[config.mk]
export PLATFORM = sky130hd
export DESIGN_NAME = dspwm_timer
export DESIGN_NICKNAME = d
export VERILOG_FILES = /design/src/rtl/dspwm_pkg.sv /design/src/rtl/dspwm_prescale.sv /design/src/rtl/dspwm_updown.sv /design/src/rtl/dspwm_shadow.sv /design/src/rtl/dspwm_ocu.sv /design/src/rtl/dspwm_timer.sv
export SDC_FILE = /design/constraint.sdc
export NUM_CORES = 1
export LEC_CHECK = 0
export CORE_UTILIZATION = 57
export DETAILED_ROUTE_END_ITERATION = 6
export GPL_TIMING_DRIVEN = 0
export PLACE_DENSITY = 0.85
export SLEW_MARGIN = 0
export SYNTH_ARGS = -nofsm -noshare
export SYNTH_HDL_FRONTEND = slang
export SYNTH_HIERARCHICAL = 1
export SYNTH_SLANG_ARGS = --single-unit
[constraint.sdc]
create_clock -name clk -period 3.55 [get_ports clk]
set_input_delay 0.355 -clock clk [delete_from_list [all_inputs] [get_ports clk]]
set_output_delay 0.355 -clock clk [all_outputs]
set_load 0.005 [all_outputs]
[src/rtl/dspwm_pkg.sv]
// Shared constants and types for the dual-slope PWM timer.
package dspwm_pkg;
    localparam int CNT_W   = 16;   // counter and compare width
    localparam int PRE_W   = 10;   // prescaler counter width (largest ratio 1024)
    localparam int MIN_TOP = 3;    // smallest usable TOP

    typedef logic [1:0] com_t;
    localparam com_t COM_OFF    = 2'd0;
    localparam com_t COM_TOGGLE = 2'd1;
    localparam com_t COM_NONINV = 2'd2;
    localparam com_t COM_INV    = 2'd3;
endpackage

[src/rtl/dspwm_prescale.sv]
// Clock-enable prescaler. It produces a one-clock tick every N clocks, where
// N is picked by sel (1,8,64,256,1024). Any other sel value gives no tick
// and resets the divider. Assumes PRE_W is at least 10.
module dspwm_prescale #(
    parameter int PRE_W = dspwm_pkg::PRE_W
) (
    input  logic       clk,
    input  logic       rst_n,
    input  logic [2:0] sel,
    output logic       tick,
    output logic       valid
);
    localparam logic [PRE_W-1:0] ONE = PRE_W'(1);

    logic [PRE_W-1:0] pre_q;
    logic [PRE_W-1:0] mask;
    logic [3:0]       shift;

    // Decode the division ratio into a shift count.
    always_comb begin
        valid = 1'b1;
        case (sel)
            3'd1:    shift = 4'd0;
            3'd2:    shift = 4'd3;
            3'd3:    shift = 4'd6;
            3'd4:    shift = 4'd8;
            3'd5:    shift = 4'd10;
            default: begin shift = 4'd0; valid = 1'b0; end
        endcase
        mask = (ONE << shift) - ONE;
    end

    // Free-running divider, cleared while stopped.
    always_ff @(posedge clk) begin
        if (!rst_n)     pre_q <= '0;
        else if (valid) pre_q <= pre_q + ONE;
        else            pre_q <= '0;
    end

    assign tick = valid & ((pre_q & mask) == mask);

    // Divide-by-8 never gives ticks on two clocks in a row.
    assert_div8_gap_R2: assert property (@(posedge clk) disable iff (!rst_n)
        (sel == 3'd2 && $past(sel) == 3'd2 && tick) |-> !$past(tick));
endmodule

[src/rtl/dspwm_updown.sv]
// Dual-slope counter. On each step it counts up to top_val, turns, and counts
// down to zero. It flags the step that leaves TOP and the downward step that
// leaves zero. Assumes top_val >= 3.
module dspwm_updown #(
    parameter int W = dspwm_pkg::CNT_W
) (
    input  logic         clk,
    input  logic         rst_n,
    input  logic         step,
    input  logic [W-1:0] top_val,
    output logic [W-1:0] count_o,
    output logic         dir_up_o,
    output logic         top_evt_o,
    output logic         bottom_evt_o
);
    localparam logic [W-1:0] ONE = W'(1);

    logic [W-1:0] cnt_q;
    logic         up_q;

    // Advance, or turn at the ends.
    always_ff @(posedge clk) begin
        if (!rst_n) begin
            cnt_q <= '0;
            up_q  <= 1'b1;
        end else if (step) begin
            if (up_q) begin
                if (cnt_q >= top_val) begin
                    up_q  <= 1'b0;
                    cnt_q <= cnt_q - ONE;
                end else begin
                    cnt_q <= cnt_q + ONE;
                end
            end else if (cnt_q == '0) begin
                up_q  <= 1'b1;
                cnt_q <= ONE;
            end else begin
                cnt_q <= cnt_q - ONE;
            end
        end
    end

    assign count_o      = cnt_q;
    assign dir_up_o     = up_q;
    assign top_evt_o    = step & up_q & (cnt_q >= top_val);
    assign bottom_evt_o = step & ~up_q & (cnt_q == '0);

    assert_unit_step_R1: assert property (@(posedge clk) disable iff (!rst_n)
        step |=> (count_o == $past(count_o) + ONE) || (count_o == $past(count_o) - ONE));
    assert_hold_R2: assert property (@(posedge clk) disable iff (!rst_n)
        !step |=> $stable(count_o));
    assert_bottom_turn_R11: assert property (@(posedge clk) disable iff (!rst_n)
        bottom_evt_o |=> (count_o == ONE) && dir_up_o);
    assert_top_turn_R11: assert property (@(posedge clk) disable iff (!rst_n)
        top_evt_o |=> !dir_up_o);
endmodule

[src/rtl/dspwm_shadow.sv]
// Working copies of TOP and the two compare values, loaded from the pending
// inputs when load is high. It also picks the TOP source and clamps TOP to
// at least MIN_TOP.
module dspwm_shadow #(
    parameter int W       = dspwm_pkg::CNT_W,
    parameter int MIN_TOP = dspwm_pkg::MIN_TOP
) (
    input  logic         clk,
    input  logic         rst_n,
    input  logic         load,
    input  logic         src_a,
    input  logic [W-1:0] top_in,
    input  logic [W-1:0] cmp_a_in,
    input  logic [W-1:0] cmp_b_in,
    output logic [W-1:0] top_q,
    output logic [W-1:0] cmp_a_q,
    output logic [W-1:0] cmp_b_q,
    output logic [W-1:0] top_val
);
    localparam logic [W-1:0] MINV = W'(MIN_TOP);

    logic [W-1:0] raw_top;

    // Copy the pending values into the working registers.
    always_ff @(posedge clk) begin
        if (!rst_n) begin
            top_q   <= '0;
            cmp_a_q <= '0;
            cmp_b_q <= '0;
        end else if (load) begin
            top_q   <= top_in;
            cmp_a_q <= cmp_a_in;
            cmp_b_q <= cmp_b_in;
        end
    end

    // Select the TOP source and apply the lower bound.
    always_comb begin
        raw_top = src_a ? cmp_a_q : top_q;
        top_val = (raw_top < MINV) ? MINV : raw_top;
    end
endmodule

[src/rtl/dspwm_ocu.sv]
// Compare output for one channel. It turns count, direction and the compare
// value into a registered pin level. The pin changes one clock after the
// counter state that decides it. TOGGLE_OK enables toggle-at-TOP for com=1.
module dspwm_ocu #(
    parameter int W         = dspwm_pkg::CNT_W,
    parameter bit TOGGLE_OK = 1'b0
) (
    input  logic             clk,
    input  logic             rst_n,
    input  dspwm_pkg::com_t  com,
    input  logic             toggle_en,
    input  logic [W-1:0]     count,
    input  logic             dir_up,
    input  logic [W-1:0]     ocr,
    input  logic [W-1:0]     top_val,
    input  logic             top_evt,
    output logic             wave_o
);
    import dspwm_pkg::*;

    logic lvl;

    // Non-inverted level: high in the symmetric band around BOTTOM.
    always_comb begin
        if (ocr == '0)           lvl = 1'b0;
        else if (ocr >= top_val) lvl = 1'b1;
        else if (dir_up)         lvl = (count <= ocr);
        else                     lvl = (count < ocr);
    end

    // Register the pin according to the compare-output mode.
    always_ff @(posedge clk) begin
        if (!rst_n) wave_o <= 1'b0;
        else begin
            case (com)
                COM_TOGGLE: wave_o <= (TOGGLE_OK && toggle_en) ? (wave_o ^ top_evt) : 1'b0;
                COM_NONINV: wave_o <= lvl;
                COM_INV:    wave_o <= ~lvl;
                default:    wave_o <= 1'b0;
            endcase
        end
    end

    assert_off_low_R6: assert property (@(posedge clk) disable iff (!rst_n)
        (com == COM_OFF) |=> !wave_o);
    assert_full_high_R4: assert property (@(posedge clk) disable iff (!rst_n)
        (com == COM_NONINV && ocr >= top_val) |=> wave_o);
    assert_zero_low_R4: assert property (@(posedge clk) disable iff (!rst_n)
        (com == COM_NONINV && ocr == '0) |=> !wave_o);
endmodule

[src/rtl/dspwm_timer.sv]
// Top of the dual-slope PWM timer. It decodes mode, picks the buffer load
// point (BOTTOM for frequency-correct, TOP for phase-correct, every clock
// while stopped) and joins prescaler, counter, shadow registers and the two
// compare outputs.
module dspwm_timer #(
    parameter int W       = dspwm_pkg::CNT_W,
    parameter int PRE_W   = dspwm_pkg::PRE_W,
    parameter int MIN_TOP = dspwm_pkg::MIN_TOP
) (
    input  logic         clk,
    input  logic         rst_n,
    input  logic [2:0]   clk_sel,
    input  logic [3:0]   mode,
    input  logic [1:0]   com_a,
    input  logic [1:0]   com_b,
    input  logic [W-1:0] top_in,
    input  logic [W-1:0] cmp_a_in,
    input  logic [W-1:0] cmp_b_in,
    output logic         wave_a,
    output logic         wave_b,
    output logic [W-1:0] count,
    output logic         top_evt,
    output logic         bottom_evt
);
    localparam int NCH = 2;

    logic         tick, sel_ok, mode_ok, pc_mode, src_a, run, step, load;
    logic         dir_up;
    logic [W-1:0] top_q, cmp_a_q, cmp_b_q, top_val;
    logic [W-1:0]    ocr_arr  [NCH];
    dspwm_pkg::com_t com_arr  [NCH];
    logic [NCH-1:0]  wave_arr;

    // Mode decode and load-point choice.
    always_comb begin
        mode_ok = (mode[3:2] == 2'b10);
        pc_mode = mode[1];
        src_a   = mode[0];
        run     = sel_ok & mode_ok;
        step    = tick & mode_ok;
        load    = ~run | (pc_mode ? top_evt : bottom_evt);
    end

    dspwm_prescale #(.PRE_W(PRE_W)) u_pre (
        .clk(clk), .rst_n(rst_n), .sel(clk_sel), .tick(tick), .valid(sel_ok));

    dspwm_shadow #(.W(W), .MIN_TOP(MIN_TOP)) u_shadow (
        .clk(clk), .rst_n(rst_n), .load(load), .src_a(src_a),
        .top_in(top_in), .cmp_a_in(cmp_a_in), .cmp_b_in(cmp_b_in),
        .top_q(top_q), .cmp_a_q(cmp_a_q), .cmp_b_q(cmp_b_q), .top_val(top_val));

    dspwm_updown #(.W(W)) u_cnt (
        .clk(clk), .rst_n(rst_n), .step(step), .top_val(top_val),
        .count_o(count), .dir_up_o(dir_up), .top_evt_o(top_evt),
        .bottom_evt_o(bottom_evt));

    assign ocr_arr[0] = cmp_a_q;
    assign ocr_arr[1] = cmp_b_q;
    assign com_arr[0] = com_a;
    assign com_arr[1] = com_b;

    // One compare output per channel; only channel A may toggle.
    for (genvar ch = 0; ch < NCH; ch++) begin : g_ch
        dspwm_ocu #(.W(W), .TOGGLE_OK(ch == 0)) u_ocu (
            .clk(clk), .rst_n(rst_n), .com(com_arr[ch]), .toggle_en(src_a),
            .count(count), .dir_up(dir_up), .ocr(ocr_arr[ch]),
            .top_val(top_val), .top_evt(top_evt), .wave_o(wave_arr[ch]));
    end

    assign wave_a = wave_arr[0];
    assign wave_b = wave_arr[1];

    assert_pfc_hold_R7: assert property (@(posedge clk) disable iff (!rst_n)
        (run && !pc_mode && !bottom_evt) |=> $stable(top_q) && $stable(cmp_a_q) && $stable(cmp_b_q));
    assert_pc_hold_R8: assert property (@(posedge clk) disable iff (!rst_n)
        (run && pc_mode && !top_evt) |=> $stable(top_q) && $stable(cmp_a_q) && $stable(cmp_b_q));
endmodule

==> load_flow_metrics.sql, run 1 <==
INSERT INTO impl_metrics (metric_group, metric, value, unit) VALUES
('clock_tree', 'ctsHtreeMaxLevel', '3', ''),
('floorplan', 'fp.dieH', '106', 'um'),
('clock_tree', 'cts_tree', 'yes', ''),
('power', 'comb_power_share', '23.2', '%'),
('setup_path', 'cp-end-kind', 'flip-flop', ''),
('sta', 'final_max_slew_viol_count', '0', ''),
('synth', 'postSynthAreaPerCell', '8.51', 'um^2'),
('route', 'drc_errors', '0', ''),
('power', 'seqPwrFrac', '39.7', '%'),
('sta', 'max_slew.worst_pin.slew', '773', 'ps'),
('global_routing', 'number_of_antenna_violations_at_the_first_check_in_global_routing', '0', ''),
('layout', 'syn2layout_area_growth', '23.9', '%'),
('global_routing', 'grt_overflow_total', '0', ''),
('sta', 'finalSetupViolCount', '0', ''),
('global_routing', 'vias_in_the_first_global_route', '6020', ''),
('placement', 'io_buffer_count', '80', ''),
('synth', 'predominant_post_synthesis_flop_cell', 'dfxtp_1', ''),
('route', 'antenna_left', '0', ''),
('synth', 'yosys_warnings', '6', ''),
('power', 'design_power_total', '0.00246', 'W'),
('clock_tree', 'clock-root-buffer', 'clkbuf_8', ''),
('placement', 'post_dp_cell_area', '0.00714', 'mm^2'),
('clock_tree', 'cts_buffer_count', '9', ''),
('route', 'avgRoutedWirePerCell', '18.7', 'um'),
('sta', 'finalSetupTns', '0', 'ps'),
('route', 'routed_via_density', '6.11', ''),
('sta', 'achievable-frequency', '283', 'MHz'),
('setup_path', 'crit_type', 'flip-flop to flip-flop', ''),
('floorplan', 'initial_core_util', '59.2', '%'),
('power', 'worst_ir_drop_vdd', '0.241', 'mV'),
('power', 'clockPowerShare', '37.1', '%'),
('setup_path', 'worst-endpoint-arrival', '3810', 'ps'),
('clock_tree', 'cts.sink_count', '77', ''),
('layout', 'final_antenna_diode_count', '0', ''),
('setup_path', 'worst_path_maximum_fanout', '6', ''),
('layout', 'layout.nets', '974', ''),
('clock_tree', 'cts.hold.buffers_added', '0', ''),
('synth', 'syn-instance-count', '725', ''),
('synth', 'yosysSeqAreaShare', '25.0', '%'),
('setup_path', 'cp.buffers_inverters', '2', ''),
('min_path', 'worst_hold_path_type', 'primary input to flip-flop', ''),
('setup_path', 'cp_cell_sequence', 'nor4_4 > nand4_1 > a21oi_2 > a211o_1 > ha_1 > nor2b_2 > o21ai_2 > a41oi_2 > o21ai_2 > and3_4 > buf_4 > buf_4 > xor2_1 > a21oi_1 > nor2_1 > a32o_1 > a311o_1', ''),
('placement', 'routabilityCongestion', '0.930', ''),
('sta', 'grt_setup_unrepaired', 'true', ''),
('global_routing', 'grt_first_pass_wirelength', '28.6', 'mm'),
('clock_tree', 'clock_tree.buffer_depth', '2', ''),
('placement', 'dp_hpwl', '13.0', 'mm'),
('floorplan', 'number_of_top_level_pins', '81', ''),
('sta', 'final_period_minus_worst_setup_slack', '3530', 'ps'),
('synth', 'postSynthRegisterBits', '77', ''),
('clock_tree', 'clk_pin_slew_worst_paths', '90', 'ps'),
('power', 'p_sw', '0.000706', 'W'),
('run_status', 'outcome', 'finished clean', ''),
('route', 'first_pass_iters', '6', ''),
('job', 'max-cap-violations', '0', ''),
('sta', 'skew', '15.3', 'ps'),
('floorplan', 'chipWidth', '106', 'um'),
('synth', 'yosys.cell_types.count', '72', ''),
('setup_path', 'critPathMaxStageDelay', '370', 'ps'),
('layout', 'fin_area', '0.00764', 'mm^2'),
('power', 'p_sw_share', '28.7', '%'),
('global_routing', 'grt_usage', '32.8', '%'),
('placement', 'post-place-ws', '-958', 'ps'),
('setup_path', 'critical-path-slowest-cell', 'dfxtp_2', ''),
('clock_tree', 'clkLatencyLatePin', '400', 'ps'),
('route', 'drt-initial-drc-count', '453', ''),
('sta', 'final_min_period_over_clock_period', '99.5', '%'),
('setup_path', 'critPathTopFamily', 'compound AO/OA/AOI/OAI gates', ''),
('sta', 'hold_viol_final', '0', ''),
('route', 'routed_wirelength', '18.1', 'mm'),
('power', 'internal_power', '0.00175', 'W');
final timing paths:
check	end	startpoint	slack [ps]	depth (start not counted)
max reg2reg	g_ch[0].u_ocu/wave_o$_SDFF_PN0_	u_shadow/cmp_a_q[7]$_SDFFE_PN0P_	20	17
min reg2reg	u_pre/pre_q[0]$_SDFF_PN0_	u_pre/pre_q[0]$_SDFF_PN0_	540	1
min	u_pre/pre_q[1]$_SDFF_PN0_	clk_sel[2]	480	3
max	g_ch[0].u_ocu/wave_o$_SDFF_PN0_	u_shadow/cmp_a_q[7]$_SDFFE_PN0P_	20	17
synth_stat cells, types with 6 or more instances:
| cell type | count | share of area (%) |
|---|---|---|
| mux2_2 | 9 | 1.6 |
| nor4_1 | 20 | 2.0 |
| nor3_1 | 11 | 0.89 |
| xor2_1 | 8 | 1.1 |
| nand4_1 | 19 | 1.9 |
| a21o_1 | 6 | 0.73 |
| or3_1 | 7 | 0.71 |
| dfxtp_1 | 77 | 25 |
| and3_1 | 11 | 1.1 |
| mux2i_1 | 60 | 9.7 |
| o21ai_0 | 18 | 1.5 |
| nand2_1 | 46 | 2.8 |
| inv_1 | 90 | 5.5 |
| clkbuf_1 | 9 | 0.55 |
| ha_1 | 85 | 17 |
| nand3_1 | 26 | 2.1 |
| a21oi_1 | 35 | 2.8 |
| nor2_1 | 33 | 2.0 |
| nor2b_1 | 57 | 5.8 |
| mux2_1 | 7 | 1.3 |
cells in the final DEF, fill, tap and decap left out, types with 8 or more instances in the layout:
| cell type | count |
|---|---|
| inv_1 | 90 |
| ha_1 | 84 |
| clkdlybuf4s50_1 | 76 |
| dfxtp_1 | 62 |
| mux2i_1 | 59 |
| nor2b_1 | 56 |
| nand2_1 | 46 |
| a21oi_1 | 34 |
| nor2_1 | 33 |
| nand3_1 | 26 |
| nand4_1 | 19 |
| o21ai_0 | 17 |
| nor4_1 | 17 |
| buf_4 | 14 |
| dfxtp_2 | 13 |
| clkbuf_8 | 12 |
| nor3_1 | 11 |
| and3_1 | 10 |
| mux2_2 | 9 |
| xor2_1 | 8 |
| clkbuf_1 | 8 |
stage by stage:
step,cells,hold slack (ps)
global placement,941,496
finish,969,481
floorplan,725,431
detailed placement,941,522
global route,969,491
CTS,962,502
routing by layer:
metal / up-vias / wire, um / global-route usage [%]
met5: - / 0 / 0
met4: 0 / 703 / 18.6
met3: 66 / 1500 / 7.66
met2: 301 / 8680 / 54.7
met1: 2778 / 7200 / 38.7
li1: 2778 / - / -
sequential cells by signal, indices dropped and copies added, names as in the netlist:
name and count:
u_shadow/top_q 16, u_cnt/count_o 16, g_ch.u_ocu/wave_o 2, u_shadow/cmp_a_q 16
u_pre/pre_q 10, u_shadow/cmp_b_q 16, u_cnt/dir_up_o 1
logic make-up (layout without fill, tap and decap cells):
group                      count (synthesis)  in the layout  share of synthesized area, %
DFF                                       77             77                          25.0
and+or+nand+nor                          256            256                          23.4
other                                      1              1                        0.0608
buffers and inverters                    113            221                          8.42
xor gates and xnor gates                  11             11                          1.56
muxes                                     76             76                          12.7
adders and majority gates                 85             85                          17.2
AOI/OAI and AO/OA                        106            106                          11.7
cell type report:
cell class,instances,area [um^2]
multi-input combinational,535,4180
fill,763,2770
sequential,77,1570
timing repair buffer,93,917
inverter,90,338
buffer,22,203
tap,136,170
clock buffer,10,138
clock inverter,6,134
power groups by stage:
stage	Clock [W]	Combinational (W)	Sequential, W
global route	0.000962	0.000622	0.000981
finish	0.000912	0.000569	0.000976
detailed placement	0	0.000521	0.000988
floorplan	0	0.000354	0.000960
CTS	0.000916	0.000536	0.000969
global placement	0	0.000493	0.000986
worst min-delay path, delay by kind of cell:
| kind | cells | cell delay [ps] |
|---|---|---|
| buf+inv | 1 | 190 |
| compound gates | 1 | 110 |
| simple gates | 1 | 180 |
timing repair:
item                       CTS  global route
pin swaps                    7            15
setup endpoints to repair   51            49
resized for setup           13            31
setup buffers                6             7
(Power assumes the default switching activity.)
==> run 2: changes to the inputs <==
--- a/config.mk
+++ b/config.mk
@@ -5,6 +5,7 @@
 export SDC_FILE = /design/constraint.sdc
 export NUM_CORES = 1
 export LEC_CHECK = 0
+export CORE_MARGIN = 2
 export CORE_UTILIZATION = 57
 export DETAILED_ROUTE_END_ITERATION = 6
 export GPL_TIMING_DRIVEN = 0
==> run 2 against run 1 <==
  * Via count is 2.9% lower
  * Clock skew down 4.6 ps
  * Power fell by 11%
  * Utilization fell by 1.2 points
  * Hold slack improved by 44 ps
  * Fmax rose by 3.0%
  * Global-route usage decreased by 2.9 points
  * Clock power is 28% lower
  * Critical path depth is 1 higher
  * Sequential power about the same
  * Sequential share of layout area is 0.21 points higher
==> load_flow_metrics.sql, run 2 (synthesized netlist as in run 1, its figures left out) <==
INSERT INTO impl_metrics (metric_group, metric, value, unit) VALUES
('placement', 'io_buffer_count', '80', ''),
('floorplan', 'fp.coreArea', '0.0104', 'mm^2'),
('run_status', 'outcome', 'finished clean', ''),
('clock_tree', 'clk_pin_slew_worst_paths', '80', 'ps'),
('setup_path', 'critical_path.reg2reg.startpoint', 'u_shadow/cmp_a_q[14]$_SDFFE_PN0P_', ''),
('layout', 'most-common-layout-cells', '90 x inv_1, 85 x ha_1, 76 x clkdlybuf4s50_1', ''),
('global_routing', 'vias_in_the_first_global_route', '5713', ''),
('layout', 'fin_area', '0.00752', 'mm^2'),
('setup_path', 'cp-end-kind', 'flip-flop', ''),
('route', 'drt-initial-drc-count', '394', ''),
('floorplan', 'number_of_top_level_pins', '81', ''),
('power', 'design_power_total', '0.00219', 'W'),
('layout', 'layout-drive-gt1-share', '10.8', '%'),
('sta', 'hold_viol_final', '0', ''),
('global_routing', 'grt_max_degree', '17', ''),
('sta', 'final_max_slew_viol_count', '0', ''),
('power', 'comb_power_share', '25.5', '%'),
('route', 'first_pass_iters', '5', ''),
('power', 'worst_ir_drop_vdd', '0.289', 'mV'),
('power', 'clockPowerShare', '30.0', '%'),
('power', 'total_leakage_power', '3.46', 'nW'),
('sta', 'achievable-frequency', '292', 'MHz'),
('layout', 'final_common_cell', 'inv_1', ''),
('route', 'avgRoutedWirePerCell', '17.8', 'um'),
('setup_path', 'crit_type', 'flip-flop to flip-flop', ''),
('global_routing', 'number_of_antenna_violations_at_the_first_check_in_global_routing', '0', ''),
('floorplan', 'initial_core_util', '59.2', '%'),
('clock_tree', 'cts.sink_count', '77', ''),
('sta', 'max_slew.worst_pin.slew', '761', 'ps'),
('sta', 'worst_slew_margin_rel', '49.1', '%'),
('placement', 'post_dp_cell_area', '0.00714', 'mm^2'),
('global_routing', 'grt_overflow_total', '0', ''),
('power', 'internal_power', '0.00151', 'W'),
('clock_tree', 'cts.hold.buffers_added', '0', ''),
('route', 'via_count', '5749', ''),
('power', 'seqPwrFrac', '44.5', '%'),
('power', 'power-per-cell-area', '291', 'mW/mm^2'),
('route', 'routed_via_density', '5.93', ''),
('sta', 'skew', '10.8', 'ps'),
('sta', 'final_min_period_over_clock_period', '96.6', '%'),
('global_routing', 'grt_usage', '29.9', '%'),
('layout', 'stdcell_count', '970', ''),
('floorplan', 'chipWidth', '108', 'um'),
('power', 'p_sw_share', '30.8', '%'),
('sta', 'finalSetupViolCount', '0', ''),
('layout', 'layout.nets', '975', ''),
('route', 'drc_errors', '0', ''),
('min_path', 'whs_endpoint', 'u_pre/pre_q[1]$_SDFF_PN0_', ''),
('route', 'routed_wirelength', '17.3', 'mm'),
('layout', 'final_antenna_diode_count', '0', ''),
('global_routing', 'grt_first_pass_wirelength', '27.3', 'mm'),
('min_path', 'min_path_cells', '3', ''),
('setup_path', 'r2r_slack', '120', 'ps'),
('layout', 'syn2layout_area_growth', '22.0', '%'),
('setup_path', 'critPathRequiredTime', '3810', 'ps'),
('placement', 'dpl.cell_count', '941', ''),
('clock_tree', 'cts_buffer_count', '9', ''),
('min_path', 'worst_hold_path_type', 'primary input to flip-flop', ''),
('clock_tree', 'cts_tree', 'yes', ''),
('floorplan', 'fp.dieH', '108', 'um'),
('sta', 'final_period_minus_worst_setup_slack', '3430', 'ps'),
('floorplan', 'die_area', '0.0117', 'mm^2'),
('setup_path', 'r2r_cells', '18', ''),
('clock_tree', 'clkLatencyLatePin', '360', 'ps'),
('layout', 'fillerInstances', '803', ''),
('clock_tree', 'clock_tree.buffer_depth', '2', ''),
('setup_path', 'startpoint_type', 'flip-flop', ''),
('route', 'antenna_left', '0', ''),
('setup_path', 'crit-reg2reg-capture', 'u_shadow/cmp_a_q[1]$_SDFFE_PN0P_', ''),
('min_path', 'holdCritStartpoint', 'clk_sel[1]', ''),
('floorplan', 'num_rows', '37', ''),
('clock_tree', 'ctsHtreeMaxLevel', '3', ''),
('power', 'p_sw', '0.000672', 'W'),
('placement', 'routabilityCongestion', '0.926', ''),
('sta', 'finalSetupTns', '0', 'ps'),
('setup_path', 'worst-endpoint-arrival', '3680', 'ps'),
('job', 'max-cap-violations', '0', ''),
('clock_tree', 'clock-root-buffer', 'clkbuf_8', ''),
('placement', 'dp_hpwl', '13.0', 'mm'),
('setup_path', 'worst_path_maximum_fanout', '10', '');
## run 2: cell types whose count changed in the layout (fill, tap and decap cells not counted), moves of 2 or more
cell / delta
buf_12: -2
dfxtp_2: -7
clkinvlp_4: +2
dfxtp_1: +7
bufinv_16: -3
buf_4: +2
## run 2: power by group through the flow
stage               sequential, W  combinational, W  clock (W)
detailed placement       0.000988          0.000519          0
CTS                      0.000969          0.000532   0.000663
finish                   0.000974          0.000557   0.000655
floorplan                0.000960          0.000354          0
global placement         0.000986          0.000494          0
global route             0.000979          0.000615   0.000699
## run 2: worst max-delay path by stage
stage | start | end | slack (ps) | cells after the start
finish | u_shadow/cmp_a_q[14]$_SDFFE_PN0P_ | u_shadow/cmp_a_q[1]$_SDFFE_PN0P_ | 120 | 18
global route | u_shadow/top_q[9]$_SDFFE_PN0P_ | u_cnt/count_o[15]$_SDFFE_PN0P_ | -6 | 15
CTS | u_shadow/cmp_a_q[7]$_SDFFE_PN0P_ | top_evt | 10 | 12
detailed placement | mode[0] | u_shadow/cmp_a_q[1]$_SDFFE_PN0P_ | -1020 | 18
global placement | mode[0] | u_shadow/cmp_a_q[8]$_SDFFE_PN0P_ | -830 | 18
floorplan | mode[0] | u_shadow/cmp_a_q[10]$_SDFFE_PN0P_ | 290 | 17
## run 2: per-layer routing
layer / vias to the layer above / part of all wire [%] / global-route usage, %
met5: - / 0 / 0
met4: 0 / 3.1 / 12.5
met3: 47 / 7.8 / 5.79
met2: 242 / 47 / 51.0
met1: 2669 / 42 / 36.9
li1: 2791 / - / -
## run 2: critical path: stages (launching register included)
cell and delay (ps):
dfxtp_1 440, nor3b_2 240, nand4_1 150, a21oi_2 170, a211o_1 160, inv_1 50
ha_1 210, a211oi_2 260, o21ai_2 100, a41oi_2 230, o21ai_2 110, and3_4 160
mux2i_1 150, nand4b_1 160, buf_6 180, buf_12 150, buf_12 150, mux2i_2 190
nor2b_1 70
## run 2: per-stage QoR
step / setup WS, ps / hold WS (ps) / utilization (%)
after global routing: -5.53 / 543 / 72.2
after floorplan: 289 / 431 / -
final: 121 / 525 / 72.2
after global placement: -833 / 500 / 68.5
after detailed placement: -1020 / 510 / 68.5
after CTS: 12.3 / 533 / 71.0
## run 2: repair_timing
item / CTS / global route
pin swaps: 4 / 13
resized for setup: 13 / 23
setup buffers: 7 / 7
endpoints found under the setup margin: 51 / 40
## run 2: area by class of cell
cell class	count	area, um^2	share of cell area [%]
Inverter	90	338	4.49
Sequential cell	77	1560	20.7
Timing Repair Buffer	94	905	12.0
Clock inverter	6	63.8	0.848
Tap cell	136	170	2.26
Clock buffer	10	128	1.70
Buffer	22	198	2.63
Multi-Input combinational cell	535	4160	55.3
==> run 3: changes to the inputs <==
==> constraint.sdc (replaced) <==
create_clock -name clk -period 3.55 [get_ports clk]
set_input_delay 0.5325 -clock clk [delete_from_list [all_inputs] [get_ports clk]]
set_output_delay 0.5325 -clock clk [all_outputs]
set_load 0.005 [all_outputs]
==> run 3 against run 2 <==
  * Die area unchanged
  * Final cell count is 0.82% higher
  * Global-route usage grew 0.18 points
  * Register-to-register slack got worse by 30 ps
  * Critical path type is now flip-flop to output pin
  * Largest cell class unchanged
==> load_flow_metrics.sql, run 3 (synthesized netlist as in run 1, its figures left out) <==
INSERT INTO impl_metrics (metric_group, metric, value, unit) VALUES
('placement', 'io_buffer_count', '80', ''),
('layout', 'final_antenna_diode_count', '0', ''),
('sta', 'setup_slack', '42.3', 'ps'),
('power', 'power-per-cell-area', '290', 'mW/mm^2'),
('global_routing', 'vias_in_the_first_global_route', '5760', ''),
('setup_path', 'startpoint_type', 'flip-flop', ''),
('power', 'total_leakage_power', '3.50', 'nW'),
('sta', 'finalSetupViolCount', '0', ''),
('power', 'design_power_total', '0.00222', 'W'),
('route', 'wl_met1', '7.40', 'mm'),
('route', 'drc_errors', '0', ''),
('sta', 'final_period_minus_worst_setup_slack', '3510', 'ps'),
('route', 'routed-wl-met2', '8.53', 'mm'),
('placement', 'dp_hpwl', '13.0', 'mm'),
('layout', 'layout-drive-gt1-share', '13.2', '%'),
('clock_tree', 'clk_pin_slew_worst_paths', '90', 'ps'),
('placement', 'dpl.cell_count', '941', ''),
('floorplan', 'fp.coreArea', '0.0104', 'mm^2'),
('route', 'via_count', '5919', ''),
('power', 'clockPowerShare', '29.5', '%'),
('sta', 'worst_slew_margin_rel', '47.8', '%'),
('clock_tree', 'cts_tree', 'yes', ''),
('layout', 'most-common-layout-cells', '90 x inv_1, 83 x ha_1, 76 x clkdlybuf4s50_1', ''),
('global_routing', 'grt_overflow_total', '0', ''),
('clock_tree', 'ctsHtreeMaxLevel', '3', ''),
('setup_path', 'cp_cell_sequence', 'nor4_4 > nand4_1 > a21oi_2 > a211o_1 > inv_1 > ha_2 > nand2_1 > o21ai_2 > a41oi_2 > o21ai_4 > and3_4 > dlygate4sd2_1', ''),
('route', 'first_pass_iters', '7', ''),
('setup_path', 'worst_path_maximum_fanout', '4', ''),
('setup_path', 'cp-end-kind', 'output pin', ''),
('floorplan', 'num_rows', '37', ''),
('sta', 'final_max_slew_viol_count', '0', ''),
('setup_path', 'worst-endpoint-arrival', '2980', 'ps'),
('sta', 'skew', '13.8', 'ps'),
('route', 'routed_via_density', '6.05', ''),
('setup_path', 'cp.buffers_inverters', '2', ''),
('route', 'top_layer', 'met4', ''),
('global_routing', 'grt_max_degree', '17', ''),
('sta', 'fin_hold_ws', '525', 'ps'),
('run_status', 'outcome', 'finished clean', ''),
('layout', 'syn2layout_area_growth', '24.4', '%'),
('sta', 'achievable-frequency', '285', 'MHz'),
('clock_tree', 'clock-root-buffer', 'clkbuf_8', ''),
('layout', 'stdcell_count', '978', ''),
('floorplan', 'initial_core_util', '59.2', '%'),
('placement', 'routabilityCongestion', '0.926', ''),
('power', 'comb_power_share', '26.6', '%'),
('sta', 'hold_viol_final', '0', ''),
('layout', 'final_common_cell', 'inv_1', ''),
('clock_tree', 'clock_tree.buffer_depth', '2', ''),
('placement', 'post-place-ws', '-1200', 'ps'),
('layout', 'layout.nets', '983', ''),
('setup_path', 'critPathTopFamily', 'compound AO/OA/AOI/OAI gates', ''),
('sta', 'max_slew.worst_pin.slew', '781', 'ps'),
('power', 'worst_ir_drop_vdd', '0.267', 'mV'),
('power', 'internal_power', '0.00153', 'W'),
('global_routing', 'grt_first_pass_wirelength', '27.5', 'mm'),
('route', 'avgRoutedWirePerCell', '18.6', 'um'),
('setup_path', 'crit_type', 'flip-flop to output pin', ''),
('power', 'p_sw_share', '31.1', '%'),
('floorplan', 'chipWidth', '108', 'um'),
('layout', 'layout.area.seq', '0.00156', 'mm^2'),
('min_path', 'worst_hold_path_type', 'flip-flop to flip-flop', ''),
('setup_path', 'critPathMaxStageDelay', '380', 'ps'),
('route', 'drt-initial-drc-count', '500', ''),
('global_routing', 'number_of_antenna_violations_at_the_first_check_in_global_routing', '0', ''),
('floorplan', 'die_area', '0.0117', 'mm^2'),
('job', 'max-cap-violations', '0', ''),
('setup_path', 'critPathRequiredTime', '3020', 'ps'),
('route', 'met3_length', '1.46', 'mm'),
('clock_tree', 'clkLatencyLatePin', '360', 'ps'),
('route', 'routed_wirelength', '18.2', 'mm'),
('sta', 'final_min_period_over_clock_period', '98.8', '%'),
('clock_tree', 'cts_buffer_count', '9', ''),
('power', 'p_sw', '0.000691', 'W'),
('route', 'antenna_left', '0', ''),
('global_routing', 'grt_usage', '30.1', '%'),
('layout', 'multiInputGateArea', '0.00422', 'mm^2'),
('clock_tree', 'cts.hold.buffers_added', '0', ''),
('setup_path', 'critical-path-slowest-cell', 'dfxtp_4', ''),
('power', 'seqPwrFrac', '43.9', '%'),
('floorplan', 'fp.dieH', '108', 'um'),
('clock_tree', 'cts.sink_count', '77', ''),
('layout', 'fillerInstances', '772', ''),
('floorplan', 'number_of_top_level_pins', '81', '');
==> run 3: changes by cell type in the layout (fill, tap and decap cells not counted), sizes merged <==
| cell | before | now |
|---|---|---|
| dlymetal6s2s | 2 | 0 |
| clkdlybuf4s15 | 0 | 1 |
| buf | 25 | 32 |
| clkbuf | 22 | 24 |
==> run 3: timing repair <==
action,in CTS,in global routing
pin swaps,12,11
endpoints found under the setup margin,53,46
buffers inserted,9,13
gates resized for setup,30,30
gates cloned,0,1
endpoints found under the hold margin,0,0
==> run 3: per-layer routing <==
layer,GRT usage [%],vias to the layer above
met4,13.7,0
met1,37.2,2744
met3,5.61,64
met5,0,-
li1,-,2799
met2,50.9,312
==> run 3: through the flow <==
step	utilization [%]	setup TNS [ps]	cell area, um^2
2_1_floorplan	-	0	6170
3_3_place_gp	68.5	-49680	7140
3_5_place_dp	68.5	-57210	7140
4_1_cts	71.6	0	7460
5_1_grt	73.7	-128	7670
6_report	73.7	0	7670
==> run 3: cell type report <==
cell class | instances | share of cell area [%]
Inverter | 90 | 4.40
Timing Repair Buffer | 102 | 12.9
Sequential cell | 77 | 20.4
Clock inverter | 6 | 0.832
Multi-Input combinational cell | 535 | 55.0
Buffer | 22 | 2.64
Tap cell | 136 | 2.22
Clock buffer | 10 | 1.66
==> run 3: power groups by stage <==
stage	clock network, W	logic [W]	registers [W]
after detailed placement	0	0.000519	0.000988
final	0.000656	0.000590	0.000976
after global placement	0	0.000494	0.000986
after global routing	0.000703	0.000643	0.000980
after floorplan	0	0.000354	0.000960
after CTS	0.000663	0.000540	0.000969
==> run 3: worst reg2reg max path: cells and delay by family (launching register included) <==
kind / cells / cell delay [ps]
AOI/OAI and AO/OA: 6 / 1050
and+or+nand+nor: 4 / 790
buffers and inverters: 4 / 530
DFF: 1 / 380
muxes: 1 / 330
adders and majority gates: 1 / 300
==> run 3: worst paths after layout <==
check | cells past startpoint | slack (ps) | from | endpoint
max reg2reg | 16 | 90 | u_shadow/cmp_a_q[15]$_SDFFE_PN0P_ | u_cnt/count_o[10]$_SDFFE_PN0P_
min | 2 | 530 | u_pre/pre_q[9]$_SDFF_PN0_ | u_pre/pre_q[9]$_SDFF_PN0_
max | 12 | 40 | u_shadow/cmp_a_q[15]$_SDFFE_PN0P_ | top_evt
min reg2reg | 2 | 530 | u_pre/pre_q[9]$_SDFF_PN0_ | u_pre/pre_q[9]$_SDFF_PN0_
